==> config.mk <==
export PLATFORM = sky130hd
export DESIGN_NAME = uart_os_rx
export DESIGN_NICKNAME = d
export VERILOG_FILES = /design/src/rtl/uart_os_rx_pkg.sv /design/src/rtl/uart_os_rx_sync.sv /design/src/rtl/uart_os_rx_timer.sv /design/src/rtl/uart_os_rx_fsm.sv /design/src/rtl/uart_os_rx_eval.sv /design/src/rtl/uart_os_rx.sv
export SDC_FILE = /design/constraint.sdc
export NUM_CORES = 1
export LEC_CHECK = 0
export BUFFER_PORTS_ARGS = -buffer_cell sky130_fd_sc_hd__buf_2
export CAP_MARGIN = 20
export CORE_UTILIZATION = 62
export DETAILED_ROUTE_END_ITERATION = 10
export GPL_TIMING_DRIVEN = 1
export PLACE_DENSITY_LB_ADDON = 0.25
export SLEW_MARGIN = 20
export SYNTH_ARGS = -nofsm -noshare
export SYNTH_HDL_FRONTEND = slang
export SYNTH_SLANG_ARGS = --single-unit
==> constraint.sdc <==
create_clock -name clk -period 4.6 [get_ports clk]
set_input_delay 1.38 -clock clk [delete_from_list [all_inputs] [get_ports clk]]
set_output_delay 1.38 -clock clk [all_outputs]
set_load 0.03 [all_outputs]
==> src/rtl/uart_os_rx_pkg.sv <==
package uart_os_rx_pkg;

    localparam int DATA_W = 8;
    localparam int OSR_HI = 16;
    localparam int OSR_LO = 8;
    localparam int IDX_W  = $clog2(DATA_W);

    typedef enum logic [2:0] {
        RX_IDLE  = 3'd0,
        RX_START = 3'd1,
        RX_DATA  = 3'd2,
        RX_PAR   = 3'd3,
        RX_STOP  = 3'd4
    } rx_state_t;

    typedef struct packed {
        logic [DATA_W-1:0] data;
        logic              pbit;
        logic              stop;
    } rx_frame_t;

    typedef struct packed {
        logic frame;
        logic parity;
        logic brk;
    } rx_err_t;

    function automatic logic parity_mismatch(input logic [DATA_W-1:0] data,
                                             input logic pbit,
                                             input logic odd);
        return ((^data) ^ pbit) != odd;
    endfunction

endpackage

==> src/rtl/uart_os_rx_sync.sv <==
module uart_os_rx_sync #(
    parameter int STAGES = 2
) (
    input  logic clk,
    input  logic rst,
    input  logic tick_en,
    input  logic rx_line,
    output logic rx_s,
    output logic fall
);
    logic [STAGES-1:0] sh;
    logic              prev;

    always_ff @(posedge clk) begin
        if (rst) begin
            sh   <= '1;
            prev <= 1'b1;
        end else begin
            sh <= {sh[STAGES-2:0], rx_line};
            if (tick_en) prev <= sh[STAGES-1];
        end
    end

    assign rx_s = sh[STAGES-1];
    assign fall = tick_en & prev & ~rx_s;
endmodule

==> src/rtl/uart_os_rx_timer.sv <==
module uart_os_rx_timer #(
    parameter int OSR_HI = 16,
    parameter int OSR_LO = 8
) (
    input  logic clk,
    input  logic rst,
    input  logic tick_en,
    input  logic os8,
    input  logic restart,
    input  logic run,
    output logic samp
);
    localparam int CW = $clog2(OSR_HI);
    localparam logic [CW-1:0] WRAP_HI = CW'(OSR_HI - 1);
    localparam logic [CW-1:0] WRAP_LO = CW'(OSR_LO - 1);
    localparam logic [CW-1:0] MID_HI  = CW'(OSR_HI / 2);
    localparam logic [CW-1:0] MID_LO  = CW'(OSR_LO / 2);

    logic [CW-1:0] cnt, nxt, wrap, mid;

    always_comb begin
        wrap = os8 ? WRAP_LO : WRAP_HI;
        mid  = os8 ? MID_LO : MID_HI;
        nxt  = (cnt == wrap) ? '0 : cnt + 1'b1;
    end

    always_ff @(posedge clk) begin
        if (rst || restart) cnt <= '0;
        else if (tick_en && run) cnt <= nxt;
    end

    assign samp = tick_en & run & (nxt == mid);
endmodule

==> src/rtl/uart_os_rx_fsm.sv <==
module uart_os_rx_fsm
    import uart_os_rx_pkg::*;
(
    input  logic      clk,
    input  logic      rst,
    input  logic      fall,
    input  logic      samp,
    input  logic      rx_s,
    input  logic      par_en,
    output rx_state_t state,
    output logic      restart,
    output logic      run,
    output logic      frm_vld,
    output rx_frame_t frm
);
    localparam logic [IDX_W-1:0] LAST = IDX_W'(DATA_W - 1);

    logic [IDX_W-1:0]  idx;
    logic [DATA_W-1:0] shreg;
    logic              pbit;

    assign restart = (state == RX_IDLE) & fall;
    assign run     = (state != RX_IDLE);

    always_ff @(posedge clk) begin
        if (rst) begin
            state   <= RX_IDLE;
            idx     <= '0;
            shreg   <= '0;
            pbit    <= 1'b0;
            frm_vld <= 1'b0;
            frm     <= '0;
        end else begin
            frm_vld <= 1'b0;
            case (state)
                RX_IDLE: if (fall) state <= RX_START;
                RX_START: if (samp) begin
                    if (rx_s) begin
                        state <= RX_IDLE;
                    end else begin
                        state <= RX_DATA;
                        idx   <= '0;
                        pbit  <= 1'b0;
                    end
                end
                RX_DATA: if (samp) begin
                    shreg <= {rx_s, shreg[DATA_W-1:1]};
                    idx   <= idx + 1'b1;
                    if (idx == LAST) state <= par_en ? RX_PAR : RX_STOP;
                end
                RX_PAR: if (samp) begin
                    pbit  <= rx_s;
                    state <= RX_STOP;
                end
                RX_STOP: if (samp) begin
                    frm_vld <= 1'b1;
                    frm     <= '{data: shreg, pbit: pbit, stop: rx_s};
                    state   <= RX_IDLE;
                end
                default: state <= RX_IDLE;
            endcase
        end
    end
endmodule

==> src/rtl/uart_os_rx_eval.sv <==
module uart_os_rx_eval
    import uart_os_rx_pkg::*;
(
    input  logic              clk,
    input  logic              rst,
    input  logic              frm_vld,
    input  rx_frame_t         frm,
    input  logic              par_en,
    input  logic              par_odd,
    input  logic              fifo_full,
    input  logic              err_clr,
    output logic              wr_stb,
    output logic [DATA_W-1:0] wr_data,
    output rx_err_t           flags
);
    logic perr, ferr, brk, good;

    always_comb begin
        perr = par_en & parity_mismatch(frm.data, frm.pbit, par_odd);
        ferr = ~frm.stop;
        brk  = ferr & (frm.data == '0);
        good = frm_vld & ~ferr & ~perr;
    end

    always_ff @(posedge clk) begin
        if (rst) begin
            wr_stb  <= 1'b0;
            wr_data <= '0;
            flags   <= '0;
        end else begin
            wr_stb <= good & ~fifo_full;
            if (good) wr_data <= frm.data;
            if (err_clr) flags <= '0;
            if (frm_vld && ferr) flags.frame  <= 1'b1;
            if (frm_vld && perr) flags.parity <= 1'b1;
            if (frm_vld && brk)  flags.brk    <= 1'b1;
        end
    end
endmodule

==> src/rtl/uart_os_rx.sv <==
module uart_os_rx
    import uart_os_rx_pkg::*;
#(
    parameter int SYNC_STAGES = 2
) (
    input  logic              clk,
    input  logic              rst,
    input  logic              tick_en,
    input  logic              os8_sel,
    input  logic              par_en,
    input  logic              par_odd,
    input  logic              rx_line,
    input  logic              fifo_full,
    input  logic              err_clr,
    output logic              wr_stb,
    output logic [DATA_W-1:0] wr_data,
    output logic              err_frame,
    output logic              err_parity,
    output logic              err_break,
    output logic              rx_pin
);
    logic      rx_s, fall, samp, restart, run, frm_vld;
    rx_state_t state;
    rx_frame_t frm;
    rx_err_t   flags;

    uart_os_rx_sync #(.STAGES(SYNC_STAGES)) i_sync (
        .clk(clk), .rst(rst), .tick_en(tick_en), .rx_line(rx_line),
        .rx_s(rx_s), .fall(fall)
    );

    uart_os_rx_timer #(.OSR_HI(OSR_HI), .OSR_LO(OSR_LO)) i_timer (
        .clk(clk), .rst(rst), .tick_en(tick_en), .os8(os8_sel),
        .restart(restart), .run(run), .samp(samp)
    );

    uart_os_rx_fsm i_fsm (
        .clk(clk), .rst(rst), .fall(fall), .samp(samp), .rx_s(rx_s),
        .par_en(par_en), .state(state), .restart(restart), .run(run),
        .frm_vld(frm_vld), .frm(frm)
    );

    uart_os_rx_eval i_eval (
        .clk(clk), .rst(rst), .frm_vld(frm_vld), .frm(frm),
        .par_en(par_en), .par_odd(par_odd), .fifo_full(fifo_full),
        .err_clr(err_clr), .wr_stb(wr_stb), .wr_data(wr_data), .flags(flags)
    );

    assign err_frame  = flags.frame;
    assign err_parity = flags.parity;
    assign err_break  = flags.brk;
    assign rx_pin     = rx_line;
endmodule

# == Yosys cells after proc, flatten, opt, wreduce, memory -nomap -nowiden ==
# Cells that the tools add are included.
# op_classes
add_sub_neg,2
n_eq_ne,15
n_mux,25
bitwise,16
reduce_logical,20
# ops
operator,count
3-bit 2-to-1 mux,11
3-bit one-hot mux with 5 select lines,1
4-bit 2-to-1 mux,3
"2-bit by 1-bit != test with 1-bit output, second input constant",6
1-bit AND,10
2-bit nonzero test,5
4-bit equality test,2
8-bit logical NOT,1
4-bit AND reduction,2
8-bit parity,1
1-bit 2-to-1 mux,7
"3-bit by 2-bit equality test with 1-bit output, second input constant",2
"3-bit equality test, second input constant",2
3-bit one-hot mux with 2 select lines,1
6-bit AND reduction,1
1-bit inverter,5
"4-bit by 1-bit adder with 4-bit output, second input constant",1
1-bit logical AND,4
2-bit AND reduction,2
"3-bit by 1-bit adder with 3-bit output, second input constant",1
"3-bit by 1-bit equality test with 1-bit output, second input constant",1
3-bit logical NOT,1
3-bit nonzero test,1
2-bit 2-to-1 mux,1
6 further kinds,6
# totals
register_bits,45
out_inout_bits,13
word_cells,94

# == Logic depth before layout (Yosys ltp) ==
# Gate-level depths: netlist of the first run.
# logic_depth
depth_word,7
depth_mapped,7
ltp_nobuf,7

# == Modules after synthesis ==
# A second synthesis of the first run with hierarchy kept.
# hier_totals
cells_unflattened,229
area_unflattened_um2,2117.0
# modules_own_cells
mod,instances,cells_each,area_per_inst_um2,seq_area_each_um2
uart_os_rx_fsm,1,119,1071.0,520.5
uart_os_rx_eval,1,67,650.6,240.2
uart_os_rx_timer,1,34,290.3,80.1
uart_os_rx_sync,1,8,97.6,60.1
uart_os_rx,1,1,7.5,0.0

# == Worst setup path after synthesis of the first run ==
# Ideal clock, no wire load.
# synth_path
kind,input -> output
startpoint,in rx_line
endpoint,out rx_pin
arrival_time_ps,1525
t_required_ps,3220
slack_ps,1695
path_stages,1
n_path_buf,1
path_cell_list,buf_4
# synth_rtl
element,line_no,source
from (decl),uart_os_rx.sv:12,"input logic rx_line,"
to (decl),uart_os_rx.sv:20,output logic rx_pin
# No word-level cell between the ends.

# == Worst setup path in the final report of the first run ==
# layout_path
startpoint,in rx_line
endpoint,out rx_pin
# No word-level cell between the ends.

==> results.json, run 1 <==
{
  "synth_top_area_cell": "dfxtp_1",
  "fill_cells": 273,
  "cts_setup_buffers": 0,
  "slew_headroom_pct": 54.5,
  "drive_gt1_share_pct": 16.4,
  "status": "complete, no violations",
  "grt_pass1_vias": 1354,
  "syn-num-nets": 237,
  "viasPerCell": 5.49,
  "synth-xor-area-share_pct": 2.67,
  "drtIter0Drc": 85,
  "synth_fa_ha_area_share_pct": 4.64,
  "hold_path.class": "reg -> reg",
  "crit_path_frequent_cell": "buf_2",
  "synthCells": 220,
  "layout_setup_ws_ps": 1580,
  "dp_slack_ps": 1340,
  "ys_warn_count": 0,
  "worstSkewPairLatency_ps": 350,
  "clkTransAtPathRegs_ps": 130,
  "avgSynthCellArea_um2": 9.80,
  "ant_nets": 0,
  "muxShareOfSynthArea_pct": 13.0,
  "worst_pin_slew_ps": 678,
  "rsz0062_at_grt": "no",
  "vias": 1559,
  "cp_max_fo": 2,
  "setup_tns_ps": 0,
  "hold_violations": 0,
  "setup_violations": 0,
  "grt_start_max_net_pins": 47,
  "yosys_register_bits": 45,
  "fin_crit_ps": 3020,
  "cts-root-buf": "clkbuf_4",
  "synth_enable_flop_cells": 0,
  "clock.fmax_mhz": 331,
  "dpl_cell_area_um2": 2260,
  "setup.worst_path.start_class": "primary input",
  "netlist_top_cells_area": "dfxtp_1 42%, mux2i_1 13%, nand2b_1 7.0%",
  "worstPathBufferInverterCount": 2,
  "ir_worst_vdd_mv": 0.146,
  "synth.distinct_cells": 48,
  "drc": 0,
  "synth_compound_area_share_pct": 12.2,
  "diodes": 0,
  "fin_crit_sh_pct": 65.8,
  "overflow": 0,
  "crit_type": "in -> out",
  "cts_inserted_buffers": 5,
  "port_buffers": 21,
  "startpoint": "rx_line",
  "max_stage_delay_ps": 170,
  "area_delta_synth_final_pct": 7.02,
  "p_leak_uw": 0.000959,
  "drt_wl_total_um": 3740,
  "grt_pass1_wl_um": 6130,
  "synth_top_area_share_pct": 41.8,
  "drv_slew": 0,
  "ys.flop_type": "dfxtp_1",
  "crit_family": "buffers and inverters",
  "tritoncts": "built",
  "hold_start": "i_sync.sh[0]",
  "pin_count": 22,
  "layout_common_cells": "45 x dfxtp_1, 28 x mux2i_1, 24 x nand2b_1, 21 x nor2_1, 21 x buf_2",
  "die_area_um2": 3720,
  "synth_area_um2": 2160,
  "power_uw": 602,
  "cp_cell_sequence": "buf_2 -> buf_2",
  "endpoint_kind": "primary output",
  "cts_sinks": 45,
  "wl_per_cell_um": 13.2,
  "antenna_found_initial": 0,
  "crit_arrival_ps": 1640,
  "htree_levels": 2,
  "reg2reg_from": "i_timer.cnt[0]",
  "cts_hold_buf": 0,
  "fin_nets": 254,
  "synth_top_family_by_area": "simple AND/OR/NAND/NOR gates",
  "yosys.area_share.simple_pct": 20.2,
  "p_per_area_nw_per_um2": 261,
  "place_congestion": 0.858,
  "crit_slowest_cell": "buf_2",
  "async_reset_ff_share_pct": 0,
  "cts_max_path_buffers": 2,
  "die_h_um": 61.0,
  "initial_utilization_pct": 64.6,
  "drt-pass1-iter-count": 4,
  "die_w_um": 61.0,
  "stdcell_area_um2": 2310,
  "synth_seq_area_share_pct": 41.8,
  "fp.coreArea_um2": 3340,
  "rows": 21,
  "grt.total_usage_pct": 22.5,
  "required_ps": 3220,
  "layout_commonest_cell": "dfxtp_1",
  "dpl.hpwl_um": 2620,
  "cap_violations": 0,
  "cts-resized-gates": 0,
  "final.setup_skew_ps": 9.86
}
[sequential cells by signal, summed over array words and instances (netlist names), 2 cells and up]
signal,cells
i_eval.flags,3
i_sync.sh,2
i_timer.cnt,4
i_eval.wr_data,8
i_fsm.frm,10
i_fsm.idx,3
i_fsm.state,3
i_fsm.shreg,8
[through the flow]
step,hold WS (ps),util [%],cells
floorplan,389,-,220
global placement,397,67.6,276
detailed placement,399,67.6,276
CTS,424,69.2,284
global route,437,69.2,284
finish,419,69.2,284
[worst paths after layout]
| path | endpoint | slack [ps] | depth (start not counted) |
|---|---|---|---|
| worst max-delay path | rx_pin | 1580 | 2 |
| worst min-delay path | i_sync.sh[1] | 420 | 1 |
| worst max register to register | i_fsm.idx[1] | 2120 | 5 |
| worst min register to register | i_sync.sh[1] | 420 | 1 |
[synthesized netlist by cell type (2+ instances only)]
master	instances
nand2_1	5
nor3b_1	4
buf_2	2
o211ai_1	2
nand4_1	2
dfxtp_1	45
nor2_1	21
mux2i_1	28
a31oi_1	2
o22ai_1	2
o32ai_1	2
nand2b_1	24
buf_4	3
a21oi_1	5
clkbuf_1	5
nor2b_1	4
or3_1	2
a21o_1	2
nand3_1	5
or2_2	3
ha_1	8
o21bai_1	2
xnor2_1	3
inv_1	15
[logic make-up (layout without fill, tap and decap cells)]
logic type	Yosys count	after routing
and+or+nand+nor	76	76
DFF	45	45
AOI/OAI and AO/OA	32	32
muxes	28	28
buffers and inverters	26	44
adders and majority gates	8	8
xor gates and xnor gates	5	5
[worst register-to-register path, cell delays in order, from the launching register on]
cell and delay (ps):
dfxtp_1 410, ha_1 300, o211ai_1 350, and4_4 320, nand4b_1 560, o32ai_1 450
[layer usage]
layer | global-route usage, % | vias to the layer above | routed length, um
li1 | - | 798 | -
met1 | 28.6 | 709 | 1820
met2 | 35.6 | 43 | 1650
met3 | 6.18 | 9 | 190
met4 | 10.1 | 0 | 76
met5 | 0 | - | 0
[power by group]
group	switching (uW)	internal, uW	leakage [uW]
registers	1.76	391	0.000363
clock network	126	58.5	0.0000320
logic	14.4	10.5	0.000564
[final cells by class]
cell class                      count  area (um^2)  area share (%)
Sequential cell                    45          901            39.0
Clock inverter                      2         10.0           0.434
Clock buffer                        6         41.3            1.79
Tap cell                           46         57.6            2.49
Timing Repair Buffer               21          105            4.55
Multi-Input combinational cell    149         1140            49.3
Inverter                           15         56.3            2.44
No activity file was read; power rests on OpenSTA's default activity.
==> run 2: changes to the inputs <==
Settings changed: CORE_UTILIZATION 62 to 52.
Clock period 4.6 ns to 2.5 ns, I/O delays scaled along.
==> results.json, run 2 (same netlist as run 1, synthesis figures left out) <==
{
  "clkPwrFrac_pct": 37.4,
  "p_comb_share_pct": 3.8,
  "whs_path_depth": 1,
  "cts-root-buf": "clkbuf_8",
  "cts-resized-gates": 0,
  "grt_pass1_wl_um": 5980,
  "antenna_found_initial": 0,
  "place_congestion": 0.804,
  "worstPathBufferInverterCount": 1,
  "drive_gt1_share_pct": 17.8,
  "vias": 1543,
  "diodes": 0,
  "viasPerCell": 5.30,
  "clock.fmax_mhz": 456,
  "final_util_pct": 59.6,
  "grt_pass1_vias": 1278,
  "clkTransAtPathRegs_ps": 80,
  "layout_common_cells": "45 x dfxtp_1, 28 x mux2i_1, 24 x nand2b_1, 21 x nor2_1, 21 x buf_2",
  "initial_utilization_pct": 53.9,
  "drtIter0Drc": 61,
  "port_buffers": 21,
  "cts_setup_buffers": 0,
  "required_ps": 2670,
  "fill_cells": 351,
  "grt.total_usage_pct": 18.4,
  "ir_worst_vdd_mv": 0.318,
  "endpoint_kind": "flip-flop",
  "pin_count": 22,
  "ff2ff_path_depth": 7,
  "grtUsageMet1_pct": 24.3,
  "overflow": 0,
  "cts_hold_buf": 0,
  "layout_commonest_cell": "dfxtp_1",
  "rr_endpoint": "i_eval.wr_data[5]",
  "drv_slew": 0,
  "reg2reg_from": "i_fsm.frm[2]",
  "crit_arrival_ps": 2360,
  "reg.largest.list": "i_fsm.frm: 10 flops, i_eval.wr_data: 8 flops, i_fsm.shreg: 8 flops",
  "p_seq_share_pct": 58.8,
  "sw_frac_of_total_pct": 22.1,
  "drc": 0,
  "fp.coreArea_um2": 4000,
  "ff2ff_setup_slack_ps": 310,
  "crit_type": "reg -> reg",
  "area_delta_synth_final_pct": 10.4,
  "die_area_um2": 4410,
  "fin_crit_ps": 2190,
  "p_int_uw": 957,
  "largest_register_ffs": 10,
  "crit_family": "XOR/XNOR gates",
  "hold_start": "i_sync.sh[0]",
  "drt_wl_total_um": 3800,
  "hold_path.class": "reg -> reg",
  "slew_headroom_pct": 54.1,
  "cap_violations": 0,
  "setup.worst_path.start_class": "flip-flop",
  "setup_violations": 0,
  "p_leak_uw": 0.000990,
  "cts_max_path_buffers": 2,
  "fin_nets": 258,
  "die_w_um": 66.4,
  "met2_usage_pct": 27.8,
  "seq_area_um2": 901,
  "cts_sinks": 45,
  "worst_pin_slew_ps": 689,
  "cts_inserted_buffers": 5,
  "largest_register": "i_fsm.frm",
  "die_h_um": 66.4,
  "wl_per_cell_um": 13.1,
  "status": "complete, no violations",
  "max_stage_delay_ps": 480,
  "cp_cell_sequence": "inv_1 -> ha_1 -> xnor2_1 -> xnor3_1 -> a21oi_4 -> mux2i_1 -> nor2_1",
  "rows": 23,
  "crit_slowest_cell": "xnor3_1",
  "fin_crit_sh_pct": 87.7,
  "hold_violations": 0,
  "dpl.hpwl_um": 2650,
  "min_to": "i_sync.sh[1]",
  "p_sw_uw": 271,
  "worstSkewPairLatency_ps": 300,
  "p_per_area_nw_per_um2": 516,
  "top_usage_layer": "met2",
  "multi_input_area_um2": 1140,
  "htree_levels": 2,
  "tritoncts": "built",
  "met3_usage_pct": 5.69,
  "setup_tns_ps": 0,
  "ant_nets": 0,
  "drt-pass1-iter-count": 4,
  "cp_max_fo": 9,
  "grt_start_max_net_pins": 47,
  "final.setup_skew_ps": 7.19,
  "rsz0062_at_grt": "no"
}
## run 2: cell types whose count changed in the layout (fill, tap and decap cells not counted), sizes merged
cell / before / now
buf: 21 / 25
clkinv: 2 / 0
clkinvlp: 0 / 1
## run 2: layout make-up
class	instances	share of cell area [%]
inverter	15	2.36
timing repair buffer	25	5.67
clock buffer	6	3.47
sequential	45	37.8
clock inverter	1	0.315
multi-input combinational	149	47.7
tap	50	2.63
## run 2: metal layers
layer / routed length (um) / vias to the layer above
li1: - / 799
met4: 65 / 0
met5: 0 / -
met1: 1970 / 711
met3: 126 / 7
met2: 1640 / 26
## run 2: power by group through the flow
| stage | Sequential [uW] | Clock [uW] | Combinational [uW] |
|---|---|---|---|
| 2_1_floorplan | 738 | 0 | 34.0 |
| 3_3_place_gp | 739 | 0 | 46.3 |
| 3_5_place_dp | 739 | 0 | 46.5 |
| 4_1_cts | 722 | 468 | 46.6 |
| 5_1_grt | 722 | 501 | 50.5 |
| 6_report | 722 | 460 | 46.5 |
## run 2: through the flow
| stage | worst slack (ps) | hold slack, ps | power [uW] | std cells | area [um^2] |
|---|---|---|---|---|---|
| finish | 306 | 414 | 1230 | 291 | 2380 |
| global route | 112 | 435 | 1270 | 291 | 2380 |
| CTS | 313 | 418 | 1240 | 291 | 2380 |
| detailed placement | 199 | 398 | 785 | 284 | 2290 |
| global placement | 269 | 392 | 785 | 284 | 2290 |
| floorplan | 407 | 389 | 772 | 220 | 2160 |
## run 2: how the worst max path moves through the flow
| stage | from | to | slack [ps] | depth (start not counted) |
|---|---|---|---|---|
| 4_1_cts | i_fsm.frm[2] | i_eval.wr_data[5] | 310 | 7 |
| 3_3_place_gp | os8_sel | i_fsm.frm[2] | 270 | 5 |
| 2_1_floorplan | os8_sel | i_fsm.frm[3] | 410 | 6 |
| 6_report | i_fsm.frm[2] | i_eval.wr_data[5] | 310 | 7 |
| 5_1_grt | i_timer.cnt[1] | i_fsm.idx[2] | 110 | 6 |
| 3_5_place_dp | os8_sel | i_fsm.idx[2] | 200 | 5 |
## run 2: worst register-to-register path: cells and delay by family (launching register included)
family | cells | cell delay, ps
compound gates | 1 | 380
flops | 1 | 370
simple gates | 1 | 60
buf+inv | 1 | 60
mux | 1 | 270
xor+xnor | 2 | 620
fa+ha+maj | 1 | 290
==> run 3: changes to the inputs <==
Settings changed: SYNTH_HIERARCHICAL set to 1.
==> results.json, run 3 <==
{
  "layout_common_cells": "45 x dfxtp_1, 25 x nand2_1, 21 x buf_2, 19 x nand2b_1",
  "cp_cell_sequence": "ha_1 -> or4b_1 -> a31oi_1 -> buf_4 -> and4bb_2 -> nand2_1 -> a21oi_1",
  "reg.largest.list": "i_fsm/frm: 10 flops, i_eval/wr_data: 8 flops, i_fsm/shreg: 8 flops",
  "place_inst": 293,
  "drtIter0Drc": 82,
  "setup_tns_ps": 0,
  "cts_sinks": 45,
  "largest_register_ffs": 10,
  "fin_crit_sh_pct": 93.0,
  "cp_max_fo": 10,
  "synth_top_area_share_pct": 42.6,
  "clkPwrFrac_pct": 35.6,
  "endpoint_kind": "flip-flop",
  "initial_utilization_pct": 56.1,
  "final.setup_skew_ps": 4.39,
  "sw_frac_of_total_pct": 21.3,
  "drt-pass1-iter-count": 6,
  "ys_warn_count": 6,
  "crit_type": "reg -> reg",
  "cts_hold_buf": 0,
  "cts-root-buf": "clkbuf_8",
  "rsz0062_at_grt": "no",
  "layout_commonest_cell": "dfxtp_1",
  "ir_worst_vdd_mv": 0.362,
  "cts_inserted_buffers": 5,
  "drc": 0,
  "antenna_found_initial": 0,
  "clkTransAtPathRegs_ps": 70,
  "hold_violations": 0,
  "fin_nets": 269,
  "synthCells": 229,
  "crit_arrival_ps": 2550,
  "synth_seq_area_share_pct": 42.6,
  "fp.coreArea_um2": 3770,
  "synth_commonest_cells": "45 x dfxtp_1, 25 x nand2_1, 19 x nand2b_1",
  "fill_cells": 327,
  "area_delta_synth_final_pct": 12.6,
  "wl_per_cell_um": 12.3,
  "syn-num-nets": 246,
  "cts_setup_buffers": 0,
  "die_area_um2": 4330,
  "viasPerCell": 5.23,
  "vias": 1569,
  "fin_crit_ps": 2320,
  "place_congestion": 0.851,
  "netlist_top_cells_area": "dfxtp_1 43%, mux2i_1 8.5%, nand2b_1 5.6%",
  "worstPathBufferInverterCount": 1,
  "htree_levels": 2,
  "required_ps": 2720,
  "synth_top_area_cell": "dfxtp_1",
  "yosys_register_bits": 45,
  "worstSkewPairLatency_ps": 290,
  "drt_wl_total_um": 3680,
  "p_comb_share_pct": 5.4,
  "tritoncts": "built",
  "grt_pass1_wl_um": 6330,
  "dpl.hpwl_um": 2600,
  "p_seq_share_pct": 59.1,
  "diodes": 0,
  "stdcell_area_um2": 2380,
  "max_stage_delay_ps": 540,
  "grt_start_max_net_pins": 27,
  "holdWs_ps": 411,
  "cts-resized-gates": 0,
  "rows": 22,
  "synth.distinct_cells": 46,
  "power_uw": 1230,
  "cts_max_path_buffers": 2,
  "largest_register": "i_fsm/frm",
  "clock.fmax_mhz": 430,
  "dpl_cell_area_um2": 2300,
  "drive_gt1_share_pct": 18.7,
  "async_reset_ff_share_pct": 0,
  "grt.total_usage_pct": 19.6,
  "synth_area_um2": 2120,
  "synth_most_common_cell": "dfxtp_1",
  "ant_nets": 0,
  "crit_slowest_cell": "or4b_1",
  "cap_violations": 0,
  "port_buffers": 21,
  "p_leak_uw": 0.000885,
  "die_h_um": 65.8,
  "worst_pin_slew_ps": 381,
  "synth_enable_flop_cells": 0,
  "ys.flop_type": "dfxtp_1",
  "overflow": 0,
  "crit_family": "simple AND/OR/NAND/NOR gates",
  "hold_path.class": "reg -> reg",
  "grt_pass1_vias": 1431,
  "p_int_uw": 971,
  "drv_slew": 0,
  "pin_count": 22,
  "p_per_area_nw_per_um2": 518,
  "status": "complete, no violations",
  "p_sw_uw": 263,
  "setup.worst_path.start_class": "flip-flop",
  "setup_violations": 0,
  "finalNonFillerCells": 300,
  "avgSynthCellArea_um2": 9.24,
  "slew_headroom_pct": 74.6,
  "die_w_um": 65.8
}
## run 3: path summary, 6_finish.rpt
path                  start      endpoint  slack [ps]  cells past startpoint
max          i_timer/cnt[1]  i_fsm/frm[3]         180                      7
min            i_sync/sh[0]  i_sync/sh[1]         410                      1
max reg2reg  i_timer/cnt[1]  i_fsm/frm[3]         180                      7
min reg2reg    i_sync/sh[0]  i_sync/sh[1]         410                      1
## run 3: area by class of cell
class / count / area [um^2] / share of cell area (%)
clock buffer: 7 / 86.3 / 3.62
inverter: 15 / 56.3 / 2.36
multi-input combinational: 156 / 1090 / 45.7
sequential: 45 / 901 / 37.8
tap: 48 / 60.1 / 2.52
timing repair buffer: 29 / 190 / 7.98
## run 3: routing by layer
metal / GRT usage [%] / part of all wire (%) / vias up
li1: - / - / 827
met1: 23.9 / 51 / 719
met2: 31.1 / 44 / 18
met3: 6.72 / 2.9 / 5
met4: 8.15 / 1.7 / 0
met5: 0 / 0 / -
## run 3: per-stage QoR
stage               utilization, %  worst slack (ps)
floorplan                        -               180
global placement              60.9              32.6
detailed placement            60.9              6.14
CTS                           63.2               196
global route                  63.2              28.4
finish                        63.2               175
## run 3: power by group through the flow
stage	Clock [uW]	Combinational [uW]	Sequential, uW
after floorplan	0	43.6	742
after global placement	0	65.1	746
after detailed placement	0	66.0	746
after CTS	459	66.3	729
after global routing	500	73.2	730
final	439	66.3	729
## run 3: worst register-to-register path: cells and delay by family (launching register included)
| kind | cells | cell delay, ps |
|---|---|---|
| buffers and inverters | 1 | 220 |
| adder cells (fa/ha/maj) | 1 | 280 |
| flip-flops | 1 | 370 |
| AND/OR/NAND/NOR | 3 | 990 |
| AO/OA/AOI/OAI | 2 | 410 |
## run 3: kinds of logic after synthesis
family | Yosys count | share of synthesized area (%)
buf+inv | 28 | 5.97
xor+xnor | 6 | 3.49
flops | 45 | 42.6
fa+ha+maj | 8 | 4.73
compound gates | 36 | 11.6
mux | 18 | 8.51
simple gates | 88 | 23.2
